`config.mk`:
```
export PLATFORM = sky130hd
export DESIGN_NAME = vid_widen_top
export DESIGN_NICKNAME = d
export VERILOG_FILES = /design/src/rtl/vid_widen_pkg.sv /design/src/rtl/vid_widen_ctrl.sv /design/src/rtl/vid_widen_dp.sv /design/src/rtl/vid_widen_top.sv
export SDC_FILE = /design/constraint.sdc
export NUM_CORES = 1
export LEC_CHECK = 0
export BUFFER_PORTS_ARGS = -buffer_cell sky130_fd_sc_hd__clkbuf_2
export CAP_MARGIN = 25
export CORE_ASPECT_RATIO = 0.6
export CORE_UTILIZATION = 40
export CTS_CLUSTER_SIZE = 30
export DETAILED_ROUTE_END_ITERATION = 10
export GPL_TIMING_DRIVEN = 0
export PLACE_DENSITY_LB_ADDON = 0.12
export SETUP_SLACK_MARGIN = 0.1
export SYNTH_ARGS = -nofsm -noshare
export SYNTH_HDL_FRONTEND = slang
export SYNTH_HIERARCHICAL = 1
export SYNTH_SLANG_ARGS = --single-unit
```
`constraint.sdc`:
```
create_clock -name clk -period 1 [get_ports clk]
set_input_delay 0.05 -clock clk [delete_from_list [all_inputs] [get_ports clk]]
set_output_delay 0.05 -clock clk [all_outputs]
set_load 0.01 [all_outputs]
```
`src/rtl/vid_widen_pkg.sv`:
```
package vid_widen_pkg;
  // Strobes the control sends to the datapath each fast-clock cycle
  typedef struct packed {
    logic capFirst;   // store the first-half fast byte
    logic emitPixel;  // pack and present a pixel on the next edge
  } widenStrobes_t;
endpackage

```
`src/rtl/vid_widen_ctrl.sv`:
```
module vid_widen_ctrl
  import vid_widen_pkg::*;
(
  input  logic          clk,
  input  logic          rstN,
  input  logic          inActive,
  output widenStrobes_t strobes
);
  // 0 = first half of the pixel period, 1 = second half
  logic phaseHalf;

  always_ff @(posedge clk) begin
    if (!rstN) begin
      phaseHalf <= 1'b0;
    end else if (!inActive) begin
      phaseHalf <= 1'b0;
    end else begin
      phaseHalf <= ~phaseHalf;
    end
  end

  always_comb begin
    strobes.capFirst  = inActive & ~phaseHalf;
    strobes.emitPixel = inActive &  phaseHalf;
  end
endmodule

```
`src/rtl/vid_widen_dp.sv`:
```
module vid_widen_dp
  import vid_widen_pkg::*;
#(
  parameter int BYTE_W = 8,
  parameter int SYNC_W = 2,
  localparam int PIX_W = 3 * BYTE_W
) (
  input  logic              clk,
  input  logic              rstN,
  input  widenStrobes_t     strobes,
  input  logic [BYTE_W-1:0] inHigh,
  input  logic [BYTE_W-1:0] inLow,
  input  logic [SYNC_W-1:0] inSync,
  output logic [PIX_W-1:0]  outPix,
  output logic [SYNC_W-1:0] outSync,
  output logic              outValid
);
  logic [BYTE_W-1:0] firstByte;

  always_ff @(posedge clk) begin
    if (!rstN) begin
      firstByte <= '0;
    end else if (strobes.capFirst) begin
      firstByte <= inLow;
    end
  end

  always_ff @(posedge clk) begin
    if (!rstN) begin
      outPix   <= '0;
      outValid <= 1'b0;
    end else if (strobes.emitPixel) begin
      outPix   <= {inHigh, firstByte, inLow};
      outValid <= 1'b1;
    end else begin
      outPix   <= '0;
      outValid <= 1'b0;
    end
  end

  // One register per sync line, matching the single pixel stage
  for (genvar s = 0; s < SYNC_W; s++) begin : gSync
    always_ff @(posedge clk) begin
      if (!rstN) outSync[s] <= 1'b0;
      else       outSync[s] <= inSync[s];
    end
  end
endmodule

```
`src/rtl/vid_widen_top.sv`:
```
module vid_widen_top
  import vid_widen_pkg::*;
#(
  parameter int BYTE_W = 8,
  localparam int PIX_W = 3 * BYTE_W
) (
  input  logic              clk,
  input  logic              rstN,
  input  logic [BYTE_W-1:0] inHigh,
  input  logic [BYTE_W-1:0] inLow,
  input  logic              inHsync,
  input  logic              inVsync,
  input  logic              inActive,
  output logic [PIX_W-1:0]  outRgb,
  output logic              outHsync,
  output logic              outVsync,
  output logic              outValid
);
  widenStrobes_t strobes;
  logic [1:0]    syncDly;

  vid_widen_ctrl u_ctrl (
    .clk      (clk),
    .rstN     (rstN),
    .inActive (inActive),
    .strobes  (strobes)
  );

  vid_widen_dp #(.BYTE_W(BYTE_W), .SYNC_W(2)) u_dp (
    .clk      (clk),
    .rstN     (rstN),
    .strobes  (strobes),
    .inHigh   (inHigh),
    .inLow    (inLow),
    .inSync   ({inVsync, inHsync}),
    .outPix   (outRgb),
    .outSync  (syncDly),
    .outValid (outValid)
  );

  assign outHsync = syncDly[0];
  assign outVsync = syncDly[1];
endmodule

```
Word-level counts from Yosys, hierarchy flattened

Cells that the tools add are included.

Muxes and demuxes: 1
Bitwise logic cells: 3
Reduce and logical (&&, ||, !) cells: 2

Operators with widths:

| kind                | count |
|---|---|
| AND reduction 2 bit | 2 |
| bitwise AND 1 bit   | 2 |
| two-way mux 1 bit   | 1 |
| NOT 1 bit           | 1 |

Flip-flop bits (word level): 36
Bits of input ports: 21
Output and inout port bits: 27
Word-level logic and storage cells: 12

Depth between registers and ports, before layout

Depth after elaboration: 2
Depth in mapped cells: 4
Gate-level depth less buffers: 3

Modules after synthesis

Netlist, hierarchy kept.

By module, submodules not included:

| module         | times used | cells each | area each (um^2) | sequential area each (um^2) |
|---|---|---|---|---|
| vid_widen_dp   | 1          | 84         | 1032.2           | 700.7 |
| vid_widen_ctrl | 1          | 4          | 46.3             | 20.0 |

Worst setup path after synthesis

OpenSTA, ideal clock, no wires.

Kind: flip-flop to flip-flop
From: reg u_ctrl.phaseHalf
To: reg u_dp.firstByte[0]
Library setup time: 0.116 ns
Arrival time: 0.867 ns
Data required time: 0.884 ns
Path slack: 0.017 ns
Stages on the path, launching flop included: 5
Path buffers: 1
Period minus slack after synthesis: 0.983 ns
Path through: dfxtp_1 -> and2b_2 -> buf_4 -> mux2i_1 -> nor2b_1

RTL lines:

| what                   | RTL line             | text |
|---|---|---|
| from (decl)            | vid_widen_ctrl.sv:10 | `logic phaseHalf;` |
| from (signal assigned) | vid_widen_ctrl.sv:18 | `phaseHalf <= ~phaseHalf;` |
| to (signal assigned)   | vid_widen_dp.sv:24   | `firstByte <= inLow;` |
| to (decl)              | vid_widen_dp.sv:18   | `logic [BYTE_W-1:0] firstByte;` |

==> run_results.csv <==
group,metric,value,unit
layout,syn_to_final_growth,42.2,%
grt,grt_max_degree,11,
outcome,violations,"negative setup slack",
detailed_routing,wl,2.08,mm
grt,grtUsageMet2,24.5,%
placement,io_buffers,47,
clock_network,clk_latency,0.28,ns
placement,hpwl,1.40,mm
timing,period_share,104,%
timing,setup_ws,-0.0411,ns
clock_network,clock-sinks,36,
timing,slew-limit-headroom,90.0,%
timing,rsz0062_at_grt,"true",
power,totalPowerFinal,0.00276,W
grt,grt_pass1_vias,735,
clock_network,cts_tree,"built",
detailed_routing,routedWlPerCell,11.5,µm
floorplanning,io-pin-count,48,
flow_run,max_cap_viol_count,0,
layout,drive_above_1_share,43.0,%
floorplanning,fp.coreArea,2520,µm²
detailed_routing,drtIter0Drc,25,
power,peakVddDrop,1.14,mV
power,pwr-share-comb,7.2,%
grt,grt_pass1_wl,3.27,mm
grt,antenna_found_initial,0,
outcome,run_status,"finished with violations",
timing,skew,0.00443,ns
clock_network,cts_buffer_depth,2,
timing,report.final.slew_viol_count,0,
synthesis,yosysWarnings,6,
setup_path,cp.required,1.18,ns
setup_path,cp-end-kind,"flip-flop",
grt,grt.overflow.total,0,
detailed_routing,viasPerCell,4.57,
layout,n_antenna_cell,0,
setup_path,path_class,"reg2reg",
power,p_sw_share,20.5,%
clock_network,cts-root-buf,"clkbuf_8",
clock_network,htree_levels,2,
floorplanning,initial_core_util,42.8,%
setup_path,start_kind,"flip-flop",
detailed_routing,drt_pass1_iterations,2,
synthesis,syn_area,1080,µm²
synthesis,ys_types,11,
floorplanning,die_y,42.2,µm
grt,use_met3,7.45,%
floorplanning,fp.dieW,69.0,µm
floorplanning,rows,14,
synthesis,synth-seq-area-share,66.8,%
setup_path,critPathMaxFanout,8,
grt,groute.usage.overall,15.8,%
timing,setup_violations,8,
power,clockPowerShare,39.0,%
placement,gp_congestion,0.732,
detailed_routing,vias,828,
grt,busiest_layer,"met2",
power,p_int,0.00220,W
power,p_leak,0.828,nW
layout,final_cell_area,1530,µm²
timing,finalCriticalPeriod,1.04,ns
grt,met1_usage,16.7,%
synthesis,synth_top_area_share,66.8,%
clock_network,cts_setup_buffers,0,
synthesis,synth_top_area_cell,"dfxtp_1",
placement,postPlaceCellArea,1360,µm²
layout,nNetsFinal,170,
synthesis,syn-num-nets,109,
synthesis,synth_seq_cells,36,
clock_network,numCtsBuffers,5,
detailed_routing,drcViolationCount,0,
power,p_sw,0.000566,W
synthesis,ys_top_cells_by_area,"dfxtp_1 67%, and3_1 14%, mux2i_1 7.4%, nor2b_1 4.6%, and2_1 1.7%",
setup_path,arrival,1.22,ns
power,seqPwrFrac,53.8,%
floorplanning,die_area,2910,µm²
power,power.density,1800,nW/µm²
timing,clock.fmax,961,MHz
clock_network,clkTransAtPathRegs,0.07,ns
detailed_routing,ant_nets,0,
synthesis,postSynthCellCount,88,
synthesis,avgSynthCellArea,12.3,µm²
hold_path,hp-class,"in2reg",
timing,finalHoldViolations,0,
timing,worst_pin_slew,0.146,ns
## flip-flops by register name (all words and copies together) (netlist names)
signal / cells
u_ctrl/phaseHalf: 1
u_dp/firstByte: 8
u_dp/outPix: 24
u_dp/outSync: 2
u_dp/outValid: 1
## power by group through the flow
stage / sequential (W) / combinational [W] / clock, W
2_1_floorplan: 0.00153 / 0.0000850 / 0
3_3_place_gp: 0.00152 / 0.000168 / 0
3_5_place_dp: 0.00152 / 0.000173 / 0
4_1_cts: 0.00149 / 0.000199 / 0.00111
5_1_grt: 0.00149 / 0.000218 / 0.00117
6_report: 0.00149 / 0.000198 / 0.00108
## synthesized netlist by cell type
cell type,n
buf_2,3
and3b_2,1
clkbuf_2,2
and2_1,3
buf_4,1
dfxtp_1,36
and2_2,1
and2b_2,1
and3_1,24
nor2b_1,8
mux2i_1,8
## placed cells by master, fill, tap and decap left out
master,count
buf_4,2
clkbuf_8,7
and2_1,3
and2b_2,1
and3b_2,1
buf_2,1
dlygate4sd3_1,7
and3_1,24
mux2i_1,8
dfxtp_2,1
nor2b_1,8
clkbuf_2,49
buf_8,1
and2_2,1
dfxtp_1,35
## cells by family after synthesis
logic type | share of synthesized area, %
simple gates | 22.7
flops | 66.8
mux | 7.42
buf+inv | 3.02
## worst paths after layout
check                                  from  depth (start not counted)  slack (ns)                        endpoint
max             u_ctrl/phaseHalf$_SDFF_PN0_                          4       -0.04  u_dp/firstByte[3]$_SDFFE_PN0P_
min                               inHigh[4]                          2       0.007      u_dp/outPix[20]$_SDFF_PN0_
max reg2reg     u_ctrl/phaseHalf$_SDFF_PN0_                          4       -0.04  u_dp/firstByte[3]$_SDFFE_PN0P_
min reg2reg  u_dp/firstByte[1]$_SDFFE_PN0P_                          1        0.48       u_dp/outPix[9]$_SDFF_PN0_
## critical path, stage by stage, from the launching register on
cell and delay, ns:
dfxtp_2 0.32, and2b_2 0.22, buf_8 0.14, mux2i_1 0.21, nor2b_1 0.06
## layout make-up
cell class | instances | area [µm²]
Tap cell | 32 | 40.0
Sequential cell | 36 | 722
Clock buffer | 7 | 96.3
Buffer | 6 | 45.0
Multi-Input combinational cell | 46 | 325
Timing Repair Buffer | 54 | 305
Fill cell | 220 | 988
## repair_timing
action / CTS / global route
hold buffers: 7 / 0
gates resized for setup: 3 / 1
endpoints found under the setup margin: 28 / 28
endpoints found under the hold margin: 7 / 0
## metal layers
| layer | routed length (µm) | vias up |
|---|---|---|
| li1 | - | 416 |
| met1 | 904 | 371 |
| met2 | 957 | 31 |
| met3 | 140 | 10 |
| met4 | 79 | 0 |
| met5 | 0 | - |
## stage by stage
stage	worst slack [ns]	util, %	TNS [ns]	std cells	hold slack (ns)
finish	-0.0411	60.8	-0.187	181	0.00695
global route	-0.103	60.8	-0.637	181	0.00258
CTS	-0.0572	60.8	-0.183	181	0.000597
detailed placement	-0.0531	53.8	-0.166	167	0.261
global placement	-0.00473	53.8	-0.0102	167	0.257
floorplan	0.0427	-	0	88	0.177
Power figures use the tool's default switching activity.
